## src/rtl/sbr_pkg.sv

```systemverilog
package sbr_pkg;
  localparam int PC_W   = 32;
  localparam int DISP_W = 8;
  localparam int CLS_W  = 3;

  typedef enum logic [CLS_W-1:0] {
    CLS_JMP  = 3'd0,
    CLS_CALL = 3'd1,
    CLS_JZ   = 3'd2,
    CLS_JNZ  = 3'd3
  } cls_e;
endpackage

```

## src/rtl/sbr_target.sv

```systemverilog
module sbr_target #(
  parameter int PC_W   = 32,
  parameter int DISP_W = 8
) (
  input  logic [PC_W-1:0]   pc,
  input  logic [DISP_W-1:0] disp,
  input  logic              is_long,
  output logic [PC_W-1:0]   branch_pc,
  output logic [PC_W-1:0]   seq_pc
);
  localparam int EXT_W = PC_W - DISP_W - 1;

  logic [PC_W-1:0] offset_bytes;

  // sign-extend the halfword count and shift it into bytes
  assign offset_bytes = {{EXT_W{disp[DISP_W-1]}}, disp, 1'b0};
  assign branch_pc    = pc + offset_bytes;
  assign seq_pc       = pc + (is_long ? PC_W'(4) : PC_W'(2));
endmodule

```

## src/rtl/sbr_cond.sv

```systemverilog
module sbr_cond
  import sbr_pkg::*;
#(
  parameter int PC_W = 32
) (
  input  logic [CLS_W-1:0] cls,
  input  logic [PC_W-1:0]  d15,
  output logic             taken,
  output logic             call_req,
  output logic             illegal
);
  logic is_zero;
  assign is_zero = (d15 == '0);

  always_comb begin
    taken    = 1'b0;
    call_req = 1'b0;
    illegal  = 1'b0;
    case (cls)
      CLS_JMP:  taken = 1'b1;
      CLS_CALL: begin
        taken    = 1'b1;
        call_req = 1'b1;
      end
      CLS_JZ:   taken = is_zero;
      CLS_JNZ:  taken = !is_zero;
      default:  illegal = 1'b1;
    endcase
  end
endmodule

```

## src/rtl/sbr_stage.sv

```systemverilog
module sbr_stage #(
  parameter int W       = 8,
  parameter bit REG_OUT = 1'b1
) (
  input  logic         clk,
  input  logic         rst_n,
  input  logic         in_valid,
  output logic         in_ready,
  input  logic [W-1:0] in_data,
  output logic         out_valid,
  input  logic         out_ready,
  output logic [W-1:0] out_data
);
  generate
    if (REG_OUT) begin : g_reg
      logic         vld_q;
      logic [W-1:0] dat_q;

      assign in_ready  = !vld_q || out_ready;
      assign out_valid = vld_q;
      assign out_data  = dat_q;

      always_ff @(posedge clk or negedge rst_n) begin
        if (!rst_n)        vld_q <= 1'b0;
        else if (in_ready) vld_q <= in_valid;
      end

      always_ff @(posedge clk) begin
        if (in_valid && in_ready) dat_q <= in_data;
      end

      AST_HOLD_STABLE: assert property (@(posedge clk) disable iff (!rst_n)
        out_valid && !out_ready |=> out_valid && $stable(out_data));
      AST_ACCEPT_SHOWS: assert property (@(posedge clk) disable iff (!rst_n)
        in_valid && in_ready |=> out_valid);
    end else begin : g_pass
      assign in_ready  = out_ready;
      assign out_valid = in_valid;
      assign out_data  = in_data;
    end
  endgenerate
endmodule

```

## src/rtl/sbr_resolver.sv

```systemverilog
module sbr_resolver
  import sbr_pkg::*;
#(
  parameter bit REG_OUT = 1'b1
) (
  input  logic              clk,
  input  logic              rst_n,
  input  logic              in_valid,
  output logic              in_ready,
  input  logic [PC_W-1:0]   in_pc,
  input  logic [CLS_W-1:0]  in_cls,
  input  logic [DISP_W-1:0] in_disp,
  input  logic              in_long,
  input  logic [PC_W-1:0]   in_d15,
  output logic              out_valid,
  input  logic              out_ready,
  output logic [PC_W-1:0]   out_next_pc,
  output logic              out_taken,
  output logic              out_call_req,
  output logic [PC_W-1:0]   out_ret_addr,
  output logic              out_illegal
);
  localparam int RES_W = 2 * PC_W + 3;

  logic [PC_W-1:0]  branch_pc, seq_pc, next_pc;
  logic             taken, call_req, illegal;
  logic [RES_W-1:0] res_in, res_out;

  sbr_target #(.PC_W(PC_W), .DISP_W(DISP_W)) u_target (
    .pc        (in_pc),
    .disp      (in_disp),
    .is_long   (in_long),
    .branch_pc (branch_pc),
    .seq_pc    (seq_pc)
  );

  sbr_cond #(.PC_W(PC_W)) u_cond (
    .cls      (in_cls),
    .d15      (in_d15),
    .taken    (taken),
    .call_req (call_req),
    .illegal  (illegal)
  );

  always_comb begin
    if (illegal)    next_pc = in_pc;
    else if (taken) next_pc = branch_pc;
    else            next_pc = seq_pc;
  end

  assign res_in = {next_pc, seq_pc, taken, call_req, illegal};

  sbr_stage #(.W(RES_W), .REG_OUT(REG_OUT)) u_stage (
    .clk       (clk),
    .rst_n     (rst_n),
    .in_valid  (in_valid),
    .in_ready  (in_ready),
    .in_data   (res_in),
    .out_valid (out_valid),
    .out_ready (out_ready),
    .out_data  (res_out)
  );

  assign {out_next_pc, out_ret_addr, out_taken, out_call_req, out_illegal} = res_out;

  AST_ILLEGAL_QUIET: assert property (@(posedge clk) disable iff (!rst_n)
    out_valid && out_illegal |-> !out_taken && !out_call_req);
  AST_CALL_TAKEN: assert property (@(posedge clk) disable iff (!rst_n)
    out_valid && out_call_req |-> out_taken);
  AST_FALLTHROUGH: assert property (@(posedge clk) disable iff (!rst_n)
    out_valid && !out_taken && !out_illegal |-> out_next_pc == out_ret_addr);
endmodule

```

## config.mk

```make
export PLATFORM = sky130hd
export DESIGN_NAME = sbr_resolver
export DESIGN_NICKNAME = d
export VERILOG_FILES = /design/src/rtl/sbr_pkg.sv /design/src/rtl/sbr_target.sv /design/src/rtl/sbr_cond.sv /design/src/rtl/sbr_stage.sv /design/src/rtl/sbr_resolver.sv
export SDC_FILE = /design/constraint.sdc
export NUM_CORES = 1
export LEC_CHECK = 0
export BUFFER_PORTS_ARGS = -buffer_cell sky130_fd_sc_hd__buf_2
export CAP_MARGIN = 20
export CORE_MARGIN = 5
export CORE_UTILIZATION = 50
export CTS_CLUSTER_SIZE = 30
export DETAILED_ROUTE_END_ITERATION = 12
export PLACE_DENSITY_LB_ADDON = 0.08
export SYNTH_ARGS = -nofsm -noshare
export SYNTH_HDL_FRONTEND = slang
export SYNTH_SLANG_ARGS = --single-unit
```

## constraint.sdc

```tcl
create_clock -name clk -period 3.3 [get_ports clk]
set_clock_uncertainty 0.1 [all_clocks]
set_input_delay 0.495 -clock clk [delete_from_list [all_inputs] [get_ports clk]]
set_output_delay 0.495 -clock clk [all_outputs]
set_load 0.005 [all_outputs]
```

### Yosys cells after proc, flatten, opt, wreduce, memory -nomap -nowiden

Index checks and enable logic that the tools add are counted.

* bits in registers: 68
* bits of input ports: 80
* logic and storage cells: 21

* add/subtract/negate cells: 2
* eq/ne operators: 3
* multiplexer cells: 6
* reductions and logical operators: 8

Operators with widths (count)
* adder 32 bit: 2
* 2-to-1 mux 32 bit: 2
* zero test 32 bit: 1
* equality test 3 x 2 -> 1 bit, second input constant: 2
* OR reduction 4 bit: 1
* equality test 3 x 1 -> 1 bit, second input constant: 1
* zero test 3 bit: 1
* 2-to-1 mux 3 bit: 1
* one-hot mux 1 bit (3 select lines): 1
* zero test 1 bit: 2
* 2-to-1 mux 1 bit: 2
* OR reduction 2 bit: 1
* logical AND 1 bit: 1
* logical OR 1 bit: 1

### Longest topological paths before layout

* word-level depth: 5
* gate-level depth with buffers: 13
* depth with buffers taken out: 12

### Cells and area by module

Synthesis repeated with hierarchy kept, for this count alone.

* cells, all modules: 531
* area total of the unflattened synthesis: 5208.7 µm²

Modules (own cells, without submodules)
* sbr_target: times used 1, cells each 338, area each 2331.0 µm², seq. area each 0.0 µm²
* sbr_stage: times used 1, cells each 71, area each 2065.7 µm², seq. area each 2037.0 µm²
* sbr_resolver: times used 1, cells each 107, area each 714.4 µm², seq. area each 0.0 µm²
* sbr_cond: times used 1, cells each 15, area each 97.6 µm², seq. area each 0.0 µm²

### Worst setup path before layout

No wires, ideal clock.

* kind: input to register
* start point: input in_long
* end point: register u_stage.g_reg.dat_q[66] (netlist: u_stage.out_data[66]), data pin
* arrival: 2575 ps
* data required time: 2942 ps
* slack: 367 ps
* stages: 13
* path through: inv_1 -> ha_1 -> fa_1 -> nand3_1 -> nor2_4 -> nand3_1 -> nor2_1 -> and3_1 -> buf_2 -> and3_2 -> or3_1 -> o211ai_1 -> nor4_2

* longest elaborated chain between the ends: 4

RTL lines
* start: declaration: RTL line sbr_resolver.sv:13 `input logic in_long,`
* 2-to-1 mux 3 bit: RTL line sbr_target.sv:18 `assign seq_pc = pc + (is_long ? PC_W'(4) : PC_W'(2));`
* adder 32 bit: RTL line sbr_target.sv:18
* 2-to-1 mux 32 bit: RTL line sbr_resolver.sv:47 `else if (taken) next_pc = branch_pc;`
* 2-to-1 mux 32 bit: RTL line sbr_resolver.sv:46 `if (illegal) next_pc = in_pc;`
* named net next_pc[31]: RTL line sbr_resolver.sv:25 `logic [PC_W-1:0] branch_pc, seq_pc, next_pc;`
* end signal: assignment: RTL line sbr_stage.sv:29 `if (in_valid && in_ready) dat_q <= in_data;`
* end: declaration: RTL line sbr_stage.sv:17 `logic [W-1:0] dat_q;`

The timed path passes the listed nets, and every way through them passes these cells.
A chain may end at the register's enable or synchronous reset.

### Final worst setup path

* start point: input in_disp[7]
* end point: register u_stage.g_reg.dat_q[60] (netlist: u_stage.out_data[60]), data pin

* longest elaborated chain between the ends: 3

RTL lines
* start: declaration: RTL line sbr_resolver.sv:12 `input logic [DISP_W-1:0] in_disp,`
* adder 32 bit: RTL line sbr_target.sv:17 `assign branch_pc = pc + offset_bytes;`
* 2-to-1 mux 32 bit: RTL line sbr_resolver.sv:47
* 2-to-1 mux 32 bit: RTL line sbr_resolver.sv:46
* named net next_pc[25]: RTL line sbr_resolver.sv:25

The timed path passes the listed nets, and every way through them passes these cells.

==> key figures <==
Clocking
  – Clk buf depth: 2
  – Clock sinks: 67
  – Setup Fix Bufs, Post-CTS: 0
  – CTS tree: done
  – Total CTS buffers: 9
  – Clk slew on worst S/H paths: 0.07 ns
  – H-tree depth: 3
  – Clk_lat worst skew: 0.35 ns
  – Root Driver: clkbuf_8
  – Hold Buf Count CTS: 1
  – Resized cells post-CTS: 0

Global route
  – Tot GR Track Use: 22.58%
  – GRT overflow: 0
  – Initial antenna violation count: 0
  – First-pass GRT wire length: 22.94 mm
  – Number of global-route vias before repair: 4619
  – Largest net degree at the start of global routing: 46

Detailed routing
  – Routed vias: 4734
  – Vias per cell: 5.752
  – Drt drc: 0
  – Post-DRT Antenna Nets: 0
  – Avg WL per Cell: 17.20 um
  – Final WL: 14.16 mm
  – Initial drt markers: 219
  – DR pass1 iterations: 4

Setup path
  – Crit. End Element: flip-flop
  – Critical path fanouts, max: 17
  – Worst setup path category: primary input to flip-flop
  – Arr. time, crit path: 2.89 ns
  – CP delay by family, top: compound AO/OA/AOI/OAI gates
  – Most used cell, CP: o21ai_0
  – CP required: 3.27 ns
  – CP max stage cell: ha_1
  – Cells along the critical path: buf_2, ha_1, a21oi_1, nand2_1, o21ai_0, o21ai_1, a31o_2, a221oi_1, xnor2_1, a22oi_1, o21ai_0
  – Startpoint type of the worst setup path: primary input
  – WP buf/inv: 1
  – Max incr delay on CP: 0.36 ns

Floorplanning
  – Initial Utilization: 51.44%
  – Core area: 9819 sq um
  – Die Ht: 110.5 um
  – Row count: 36
  – Die area: 12210 sq um
  – IO Pins: 149
  – Die X: 110.5 um

Cells and area
  – Layout cell share with drive strength beyond 1: 29.42%
  – Core Util, Final: 63.37%
  – Nets: 800
  – Non-Filler Instances: 823
  – Design Area, Final: 6222 sq um
  – Layout area overhead: 23.19%
  – N_diodes: 0

Synthesis
  – Dominant cells by area after synthesis: edfxtp_1, ha_1, a21oi_1, xnor2_1, xor2_1
  – Yosys warns: 0
  – Post-Syn Area: 5051 sq um
  – Commonest register cell after synthesis: edfxtp_1
  – Seq cells post-synth: 67
  – Async S/R FF share, synth: 1.493%
  – Syn avg cell area: 9.603 sq um
  – Top cell type's share of synthesized area: 39.24%
  – Synth unique cells: 71
  – Post-synth top cells: edfxtp_1, a21oi_1, nor2_1
  – Syn nets: 640
  – Cell taking the most area after synthesis: edfxtp_1
  – Sequential cell area fraction in the yosys report: 39.73%
  – Top-count cell post-synth: edfxtp_1
  – Syn Inst Count: 526
  – Post-synth EDFFs: 66

Worst hold path
  – Worst Hold Class: primary input to flip-flop

Timing
  – Slew margin rel.: 50.85%
  – Setup Viol. Count Final: 0
  – Final worst-path cycle share: 88.54%
  – Setup TNS: 0 ns
  – Slew Viols, Final: 0
  – Min cycle time layout: 2.922 ns
  – FMAX: 342.3 MHz
  – Slew @ Worst Pin: 0.7373 ns
  – RSZ-0062 raised after global routing: no
  – Final hold violations: 0
  – Hold WS: 0.2182 ns

Place
  – Post-DP Area: 6038 sq um
  – Port Buffers: 148
  – Post-Place Cells: 807
  – RePlAce Congestion: 0.9139
  – DP Wirelength: 10.89 mm

Power
  – Peak VDD IR: 0.1713 mV
  – Leak: 2.623 nW
  – Power per cell area: 377.9 nW/um^2

Job
  – # Max-Cap Violations: 0

Run status
  – Outcome: completed
-- per-layer routing --
metal	up-vias	part of all wire, %	track usage (%)
li1	2317	-	-
met1	2194	44	29.34
met2	195	47	37.26
met3	28	6.8	4.322
met4	0	2.4	8.621
met5	-	0	0
-- cell usage in the layout, fill, tap and decap left out, types with 19 or more instances in the layout --
master / Yosys / final
a21oi_1: 60 / 60
nand2_1: 34 / 34
nand3_1: 21 / 21
edfxtp_1: 66 / 66
xnor2_1: 33 / 33
ha_1: 32 / 32
nor2_1: 39 / 39
buf_2: 4 / 148
o21ai_0: 27 / 27
buf_4: 1 / 19
-- state kept, by name, indices dropped and copies added (netlist names) --
| name | flops |
|---|---|
| u_stage.out_valid | 1 |
| u_stage.out_data | 66 |
-- per-stage QoR --
stage	worst slack, ns	total power, mW
2_1_floorplan	0.3673	1.475
3_3_place_gp	0.1318	1.710
3_5_place_dp	0.08851	1.721
4_1_cts	0.4400	2.369
5_1_grt	0.2692	2.485
6_report	0.3783	2.352
-- power breakdown --
group	leakage, nW	internal [mW]	switching, mW
Sequential	0.639	1.01	0.0149
Clock	0.0882	0.339	0.305
Combinational	1.90	0.297	0.380
-- final timing paths --
| path | startpoint | end | slack (ns) | cells past startpoint |
|---|---|---|---|---|
| setup / recovery | in_disp[7] | u_stage.out_data[60] | 0.38 | 11 |
| hold / removal | in_pc[0] | u_stage.out_data[35] | 0.22 | 1 |
| setup reg to reg | u_stage.out_valid | u_stage.out_data[57] | 1.44 | 3 |
| hold reg to reg | u_stage.out_valid | u_stage.out_valid | 0.42 | 2 |
| max in group asynchronous | rst_n | u_stage.out_valid | 2.66 | 2 |
| min in group asynchronous | rst_n | u_stage.out_valid | 0.36 | 2 |
-- area by class of cell --
cell class / instances / area, sq um
fill: 846 / 3597
timing repair buffer: 169 / 913.4
clock inverter: 4 / 42.54
inverter: 14 / 52.55
sequential: 67 / 2007
clock buffer: 11 / 131.4
multi-input combinational: 425 / 2909
tap: 133 / 166.4
-- kinds of logic after synthesis --
| logic type | share of synthesized area, % |
|---|---|
| fa+ha+maj | 8.719 |
| buf+inv | 2.700 |
| compound gates | 20.09 |
| xor+xnor | 8.843 |
| flops | 39.73 |
| simple gates | 19.07 |
| mux | 0.8422 |
No activity file was read; power rests on OpenSTA's default activity.
